File: src/rtl/dvfs_pred_pkg.sv
package dvfs_pred_pkg;
   typedef enum logic [1:0] {
      PH_IDLE  = 2'd0,
      PH_COUNT = 2'd1,
      PH_PREP  = 2'd2,
      PH_DIV   = 2'd3
   } phase_e;
endpackage

File: src/rtl/dvfs_sat_counter.sv
module dvfs_sat_counter #(
   parameter int W = 16
) (
   input  logic         clk,
   input  logic         rst_n,
   input  logic         clr,
   input  logic         en,
   output logic [W-1:0] q
);
   localparam logic [W-1:0] TOP = '1;

   initial begin
      assert (W >= 2) else $error("dvfs_sat_counter: W must be at least 2");
   end

   always_ff @(posedge clk or negedge rst_n) begin
      if (!rst_n)                 q <= '0;
      else if (clr)               q <= '0;
      else if (en && (q != TOP))  q <= q + 1'b1;
   end
endmodule

File: src/rtl/dvfs_restoring_div.sv
module dvfs_restoring_div #(
   parameter int N = 40,
   parameter int D = 16
) (
   input  logic         clk,
   input  logic         rst_n,
   input  logic         go,
   input  logic         abort,
   input  logic [N-1:0] dvd,
   input  logic [D-1:0] dvs,
   output logic         busy,
   output logic         done,
   output logic [N-1:0] quo
);
   localparam int CW = $clog2(N + 1);
   localparam logic [CW-1:0] ITER = CW'(N);

   logic [D-1:0]  rem_q;
   logic [D-1:0]  dvs_q;
   logic [CW-1:0] left_q;
   logic [D:0]    shifted;
   logic          take;

   initial begin
      assert (N >= 2 && D >= 1) else $error("dvfs_restoring_div: bad widths");
   end

   assign shifted = {rem_q, quo[N-1]};
   assign take    = (shifted >= {1'b0, dvs_q});

   always_ff @(posedge clk or negedge rst_n) begin
      if (!rst_n) begin
         rem_q  <= '0;
         dvs_q  <= '0;
         left_q <= '0;
         quo    <= '0;
         busy   <= 1'b0;
         done   <= 1'b0;
      end else begin
         done <= 1'b0;
         if (abort) begin
            busy <= 1'b0;
         end else if (go) begin
            quo    <= dvd;
            dvs_q  <= dvs;
            rem_q  <= '0;
            left_q <= ITER;
            busy   <= 1'b1;
         end else if (busy) begin
            if (take) begin
               rem_q <= D'(shifted - {1'b0, dvs_q});
               quo   <= {quo[N-2:0], 1'b1};
            end else begin
               rem_q <= shifted[D-1:0];
               quo   <= {quo[N-2:0], 1'b0};
            end
            left_q <= left_q - 1'b1;
            if (left_q == CW'(1)) begin
               busy <= 1'b0;
               done <= 1'b1;
            end
         end
      end
   end
endmodule

File: src/rtl/dvfs_stall_predictor.sv
module dvfs_stall_predictor
   import dvfs_pred_pkg::*;
#(
   parameter int CNT_W = 16,
   parameter int FX_W  = 16,
   parameter int FRAC  = 8
) (
   input  logic                            clk,
   input  logic                            rst_n,
   input  logic                            win_start,
   input  logic                            win_stop,
   input  logic                            head_miss_pending,
   input  logic [FX_W-1:0]                 div_k,
   input  logic [FX_W-1:0]                 ratio_l,
   output logic [CNT_W-1:0]                cyc_total,
   output logic [CNT_W-1:0]                cyc_stall,
   output logic [CNT_W+FX_W+FRAC:0]        pred_cycles,
   output logic [CNT_W+FX_W+FRAC:0]        pred_time,
   output logic                            busy,
   output logic                            result_valid
);
   localparam int PROD_W = CNT_W + FX_W;
   localparam int DIV_W  = PROD_W + FRAC;
   localparam int PRED_W = DIV_W + 1;

   initial begin
      assert (CNT_W >= 2)            else $error("dvfs_stall_predictor: CNT_W too small");
      assert (FRAC >= 1 && FRAC < FX_W) else $error("dvfs_stall_predictor: FRAC must be below FX_W");
   end

   phase_e             st_q;
   logic               counting;
   logic               cnt_en;
   logic [FX_W-1:0]    k_q;
   logic [FX_W-1:0]    l_q;
   logic [CNT_W-1:0]   ns_q;
   logic [PRED_W-1:0]  time_q;

   logic [CNT_W-1:0]   ns_now;
   logic [PROD_W-1:0]  stall_scaled;
   logic [DIV_W-1:0]   dividend;
   logic [PRED_W-1:0]  time_now;
   logic               div_go;
   logic               div_busy;
   logic               div_done;
   logic [DIV_W-1:0]   div_quo;

   assign counting = (st_q == PH_COUNT);
   assign cnt_en   = counting && !win_start;

   dvfs_sat_counter #(.W(CNT_W)) u_total (
      .clk (clk), .rst_n (rst_n), .clr (win_start),
      .en  (cnt_en), .q (cyc_total)
   );

   dvfs_sat_counter #(.W(CNT_W)) u_stall (
      .clk (clk), .rst_n (rst_n), .clr (win_start),
      .en  (cnt_en && head_miss_pending), .q (cyc_stall)
   );

   // normalisation to full speed and numerator of the stall term
   assign ns_now       = cyc_total - cyc_stall;
   assign stall_scaled = PROD_W'(cyc_stall) * PROD_W'(l_q);
   assign dividend     = {stall_scaled, {FRAC{1'b0}}};
   assign time_now     = PRED_W'(ns_now) * PRED_W'(k_q) + PRED_W'(stall_scaled);
   assign div_go       = (st_q == PH_PREP) && !win_start;

   dvfs_restoring_div #(.N(DIV_W), .D(FX_W)) u_div (
      .clk   (clk),
      .rst_n (rst_n),
      .go    (div_go),
      .abort (win_start),
      .dvd   (dividend),
      .dvs   (k_q),
      .busy  (div_busy),
      .done  (div_done),
      .quo   (div_quo)
   );

   assign busy = (st_q == PH_PREP) || (st_q == PH_DIV);

   always_ff @(posedge clk or negedge rst_n) begin
      if (!rst_n) begin
         st_q         <= PH_IDLE;
         k_q          <= '0;
         l_q          <= '0;
         ns_q         <= '0;
         time_q       <= '0;
         pred_cycles  <= '0;
         pred_time    <= '0;
         result_valid <= 1'b0;
      end else begin
         result_valid <= 1'b0;
         if (win_start) begin
            st_q        <= PH_COUNT;
            pred_cycles <= '0;
            pred_time   <= '0;
         end else begin
            unique case (st_q)
               PH_COUNT: if (win_stop) begin
                  st_q <= PH_PREP;
                  k_q  <= div_k;
                  l_q  <= ratio_l;
               end
               PH_PREP: begin
                  ns_q   <= ns_now;
                  time_q <= time_now;
                  st_q   <= PH_DIV;
               end
               PH_DIV: if (div_done && !div_busy) begin
                  pred_cycles  <= PRED_W'({ns_q, {FRAC{1'b0}}}) + PRED_W'(div_quo);
                  pred_time    <= time_q;
                  result_valid <= 1'b1;
                  st_q         <= PH_IDLE;
               end
               default: ;
            endcase
         end
      end
   end
endmodule

File: config.mk
export PLATFORM = sky130hd
export DESIGN_NAME = dvfs_stall_predictor
export DESIGN_NICKNAME = d
export VERILOG_FILES = /design/src/rtl/dvfs_pred_pkg.sv /design/src/rtl/dvfs_sat_counter.sv /design/src/rtl/dvfs_restoring_div.sv /design/src/rtl/dvfs_stall_predictor.sv
export SDC_FILE = /design/constraint.sdc
export NUM_CORES = 2
export LEC_CHECK = 0
export CAP_MARGIN = 15
export CORE_ASPECT_RATIO = 0.8
export CORE_MARGIN = 1.5
export CORE_UTILIZATION = 43
export DETAILED_ROUTE_END_ITERATION = 6
export SETUP_SLACK_MARGIN = 0.5
export SLEW_MARGIN = 10
export SYNTH_ARGS = -nofsm -noshare
export SYNTH_HDL_FRONTEND = slang
export SYNTH_SLANG_ARGS = --single-unit
File: constraint.sdc
create_clock -name clk -period 12 [get_ports clk]
set_clock_uncertainty 0.2 [all_clocks]
set_input_delay 2.4 -clock clk [delete_from_list [all_inputs] [get_ports clk]]
set_output_delay 2.4 -clock clk [all_outputs]
set_load 0.02 [all_outputs]
==> impl_summary.md <==
Routing
The routed layout has 23800 vias. The total wire length is 83700 µm. The first detailed-routing pass took 5 iterations. The via density per instance is 5.27. In the routed design, unresolved DRC markers number 0. The post-route antenna net violation count is 0. The post-detailed-route wirelength per cell is 18.5 µm. The count of routing violations after the opening detailed-route iteration is 1704.

GRT
Global routing used roughly 23% of the available tracks. The first-pass GRT wire length is 135000 µm. The largest net degree at the start of global routing is 87. Global routing finished with a remaining overflow of 0. The number of global-route vias before repair is 23600. The number of antenna violations at the first check in global routing is 1.

Setup path
The worst setup path startpoint is u_stall.q[10]$_DFFE_PN0P_. The largest individual stage delay along the critical path comes from the cell sky130_fd_sc_hd__dfrtp_1. STA classifies the critical path endpoint as a flip-flop. Among cell families on the critical path, the largest total delay comes from adder cells. The reg2reg setup slack is approximately 1.4 ns.

The number of cells on the critical path is 32. The required time at the endpoint of the critical path is 12.30 ns. The capturing element of the worst setup path is time_q[25]$_DFFE_PN0P_. At the worst endpoint, the arrival time is 10.85 ns. The setup path with the least slack is of type reg2reg. The buffer and inverter count on the worst path is 7. For this run, the slowest stage of the critical path takes 0.85 ns. STA classifies the critical path startpoint as a flip-flop. In this run the worst path has a maximum fanout of 20. The startpoint identified for the worst register-to-register timing path is u_stall.q[10]$_DFFE_PN0P_. The worst reg2reg path endpoint is time_q[25]$_DFFE_PN0P_.

The worst register-to-register path has a depth of 32. The cell type with the highest occurrence count on the critical path is sky130_fd_sc_hd__fa_1.

Placed design
The number of cells after detailed placement is 4458. At the end of routability-driven placement, the weighted congestion stood at approximately 0.9. The post-DP HPWL is 64700 µm. The number of buffer cells added on primary ports is 144.

Final layout
The final instance count without filler cells is 4518. The area growth from synthesis to layout is 10.4%. The layout net count is around 4300. The final standard cell utilization of the core is 48.2%. The ratio of cells with drive above 1 in the final layout is 4.54%.

Floorplan
The horizontal die dimension is 306 µm. Once the floorplan was initialized, standard cells occupied 43.7% of the core. The number of rows created at floorplan is 88. The total core area is 0.0724 mm². The die covers 0.0752 mm². The die outline height is 246 µm.

The I/O pin count is 153.

Power and ir drop
For this design the ratio of total power to cell area is 198 mW/mm². VDD sags by at most a little over 0.3 mV. In this run the static leakage power is 16.6 nW.

Yosys
After synthesis the netlist holds a flip-flop and latch count of 270. The number of distinct library cells after synthesis is 83. Summed over all instances, the cell type with the most area after synthesis is sky130_fd_sc_hd__fa_1.

The most common cell in the synthesized netlist is sky130_fd_sc_hd__nand2_1. Counting instances in the post-synthesis netlist gives the leading cell types as sky130_fd_sc_hd__nand2_1, sky130_fd_sc_hd__inv_1, sky130_fd_sc_hd__fa_1, sky130_fd_sc_hd__dfrtp_1, sky130_fd_sc_hd__ha_1. The cell area after synthesis is 0.0316 mm².

For this run, the number of Yosys warnings is 0. By area the synthesized netlist is led by sky130_fd_sc_hd__fa_1, sky130_fd_sc_hd__dfrtp_1, sky130_fd_sc_hd__ha_1. The number of flops mapped to enable cells by yosys is 0. The sequential share of the synthesized area is 21.4%. The post-synthesis async set-or-reset flop share is 100%. Dividing the synthesized area by the synthesized cell count gives roughly 9 µm². The share of Yosys cell area claimed by the top area cell type is approximately 27%. The most used flip-flop cell after synthesis is sky130_fd_sc_hd__dfrtp_1. The post-synthesis cell count is between 3000 and 4000.

Min path
The cell depth of the worst min-delay path is 2. The path class of the tightest hold or removal check is reg2reg.

Timing
The accumulated negative setup slack is 0 ns. Based on the critical path, the design can be clocked at up to around 95 MHz. Counting I/O delays and the setup requirement, the final critical path takes ~11 ns. Setup repair after global routing left no endpoint under its margin. The count of final setup violators is 0. The final count of hold timing violations is 0. The final max-slew violation count is 0. In the finished design, the share of the clock period the worst path needs comes to 88.0%. The worst pin sits at a relative slew slack of 19.7%.

The transition time at the pin with the least slew margin is 1.20 ns.

Clocking
The buffer depth of the longest clock path is 3. The CTS H-tree depth is 1. After clock tree synthesis, the flow added hold-fix buffers numbering 0.

Clock-pin slew was measured on the worst setup and hold paths at 0.07 ns. For the worst-skew pair, the clock arrives at the later sink with an insertion delay of 0.63 ns. In this run, CTS created clock tree buffers numbering 31. The clock sink count is 270. In this run the post-CTS setup repair buffer count came out at 0. The CTS tree is yes. The number of gates given a new drive strength after cts is 0. The cell sitting at the root of the clock tree is a sky130_fd_sc_hd__clkbuf_16.

Status
The run finished with clean final reports.

Run
The number of max-capacitance violations reported is 0.
metrics by stage:
| step | power [W] | instance area (µm²) | worst slack [ns] | hold WS, ns |
|---|---|---|---|---|
| finish | 0.00690 | 34900 | 1.44 | 0.278 |
| detailed placement | 0.00587 | 33800 | 1.48 | 0.267 |
| floorplan | 0.00460 | 31700 | 2.10 | 0.246 |
| global placement | 0.00588 | 33800 | 1.60 | 0.266 |
| CTS | 0.00694 | 34900 | 1.45 | 0.282 |
| global route | 0.00757 | 34900 | 0.853 | 0.305 |
cells in the final DEF (no fill, tap or decap), types with 26 or more instances in the layout:
cell,count
sky130_fd_sc_hd__clkdlybuf4s50_1,142
sky130_fd_sc_hd__mux2_2,38
sky130_fd_sc_hd__xor2_1,47
sky130_fd_sc_hd__nor2b_1,29
sky130_fd_sc_hd__fa_1,423
sky130_fd_sc_hd__inv_1,533
sky130_fd_sc_hd__a21o_1,43
sky130_fd_sc_hd__dfrtp_1,270
sky130_fd_sc_hd__and2_1,224
sky130_fd_sc_hd__clkbuf_16,31
sky130_fd_sc_hd__a211oi_1,26
sky130_fd_sc_hd__buf_4,35
sky130_fd_sc_hd__ha_1,259
sky130_fd_sc_hd__xnor2_1,77
sky130_fd_sc_hd__mux2i_1,28
sky130_fd_sc_hd__o21ai_0,111
sky130_fd_sc_hd__a21oi_1,157
sky130_fd_sc_hd__nand3_1,38
sky130_fd_sc_hd__nor2_1,119
sky130_fd_sc_hd__nand2_1,606
area by class of cell:
class | count | area (µm²)
inverter | 533 | 2000
antenna | 2 | 5.00
fill | 6934 | 37500
tap | 945 | 1180
clock inverter | 15 | 209
clock buffer | 43 | 891
timing repair buffer | 178 | 1700
sequential | 270 | 6760
multi-input combinational | 2532 | 22200
worst min-delay path by stage:
stage	endpoint	start	slack, ns
4_1_cts	time_q[1]$_DFFE_PN0P_	time_q[1]$_DFFE_PN0P_	0.28
3_3_place_gp	time_q[0]$_DFFE_PN0P_	time_q[0]$_DFFE_PN0P_	0.27
2_1_floorplan	time_q[0]$_DFFE_PN0P_	time_q[0]$_DFFE_PN0P_	0.25
5_1_grt	ns_q[5]$_DFFE_PN0P_	ns_q[5]$_DFFE_PN0P_	0.31
6_report	time_q[1]$_DFFE_PN0P_	time_q[1]$_DFFE_PN0P_	0.28
3_5_place_dp	time_q[1]$_DFFE_PN0P_	time_q[1]$_DFFE_PN0P_	0.27
per-layer routing:
layer	vias to the layer above	wire, µm	global-route usage [%]	part of all wire, %
met1	11900	39700	34.5	47
met3	88	5460	3.52	6.5
met2	656	36500	34.0	44
met4	0	2090	5.40	2.5
met5	-	0	0	0
li1	11200	-	-	-
worst min-delay path: cells and delay by family (launching register included):
kind          cells  cell delay [ns]
simple gates      2             0.11
flops             1             0.34
state kept, by name, summed over array words and instances (netlist names), 2 cells and up:
register and count:
u_stall.q 16, ns_q 16, u_div.rem_q 16, st_q 2
u_total.q 16, u_div.left_q 6, pred_time 33, pred_cycles 41
k_q 16, u_div.dvs_q 16, l_q 16, time_q 33
u_div.quo 40
cell families (layout without fill, tap and decap cells):
group / count (synthesis) / count (layout) / synth area share (%)
AO/OA/AOI/OAI: 506 / 506 / 10.2
XOR/XNOR: 130 / 130 / 3.67
adder cells (fa/ha/maj): 682 / 682 / 37.0
buffers and inverters: 716 / 769 / 8.74
flip-flops: 270 / 270 / 21.4
multiplexers: 66 / 66 / 2.24
other: 1 / 10 / 0.0119
AND/OR/NAND/NOR: 1140 / 1140 / 16.7
power breakdown:
| part | leakage [nW] | internal, W | switching, W |
|---|---|---|---|
| clock | 0.546 | 0.000607 | 0.000435 |
| combinational | 12.5 | 0.00174 | 0.00277 |
| sequential | 3.57 | 0.00107 | 0.000283 |
| total | 16.6 | 0.00342 | 0.00349 |
No activity file was read; power rests on OpenSTA's default activity.
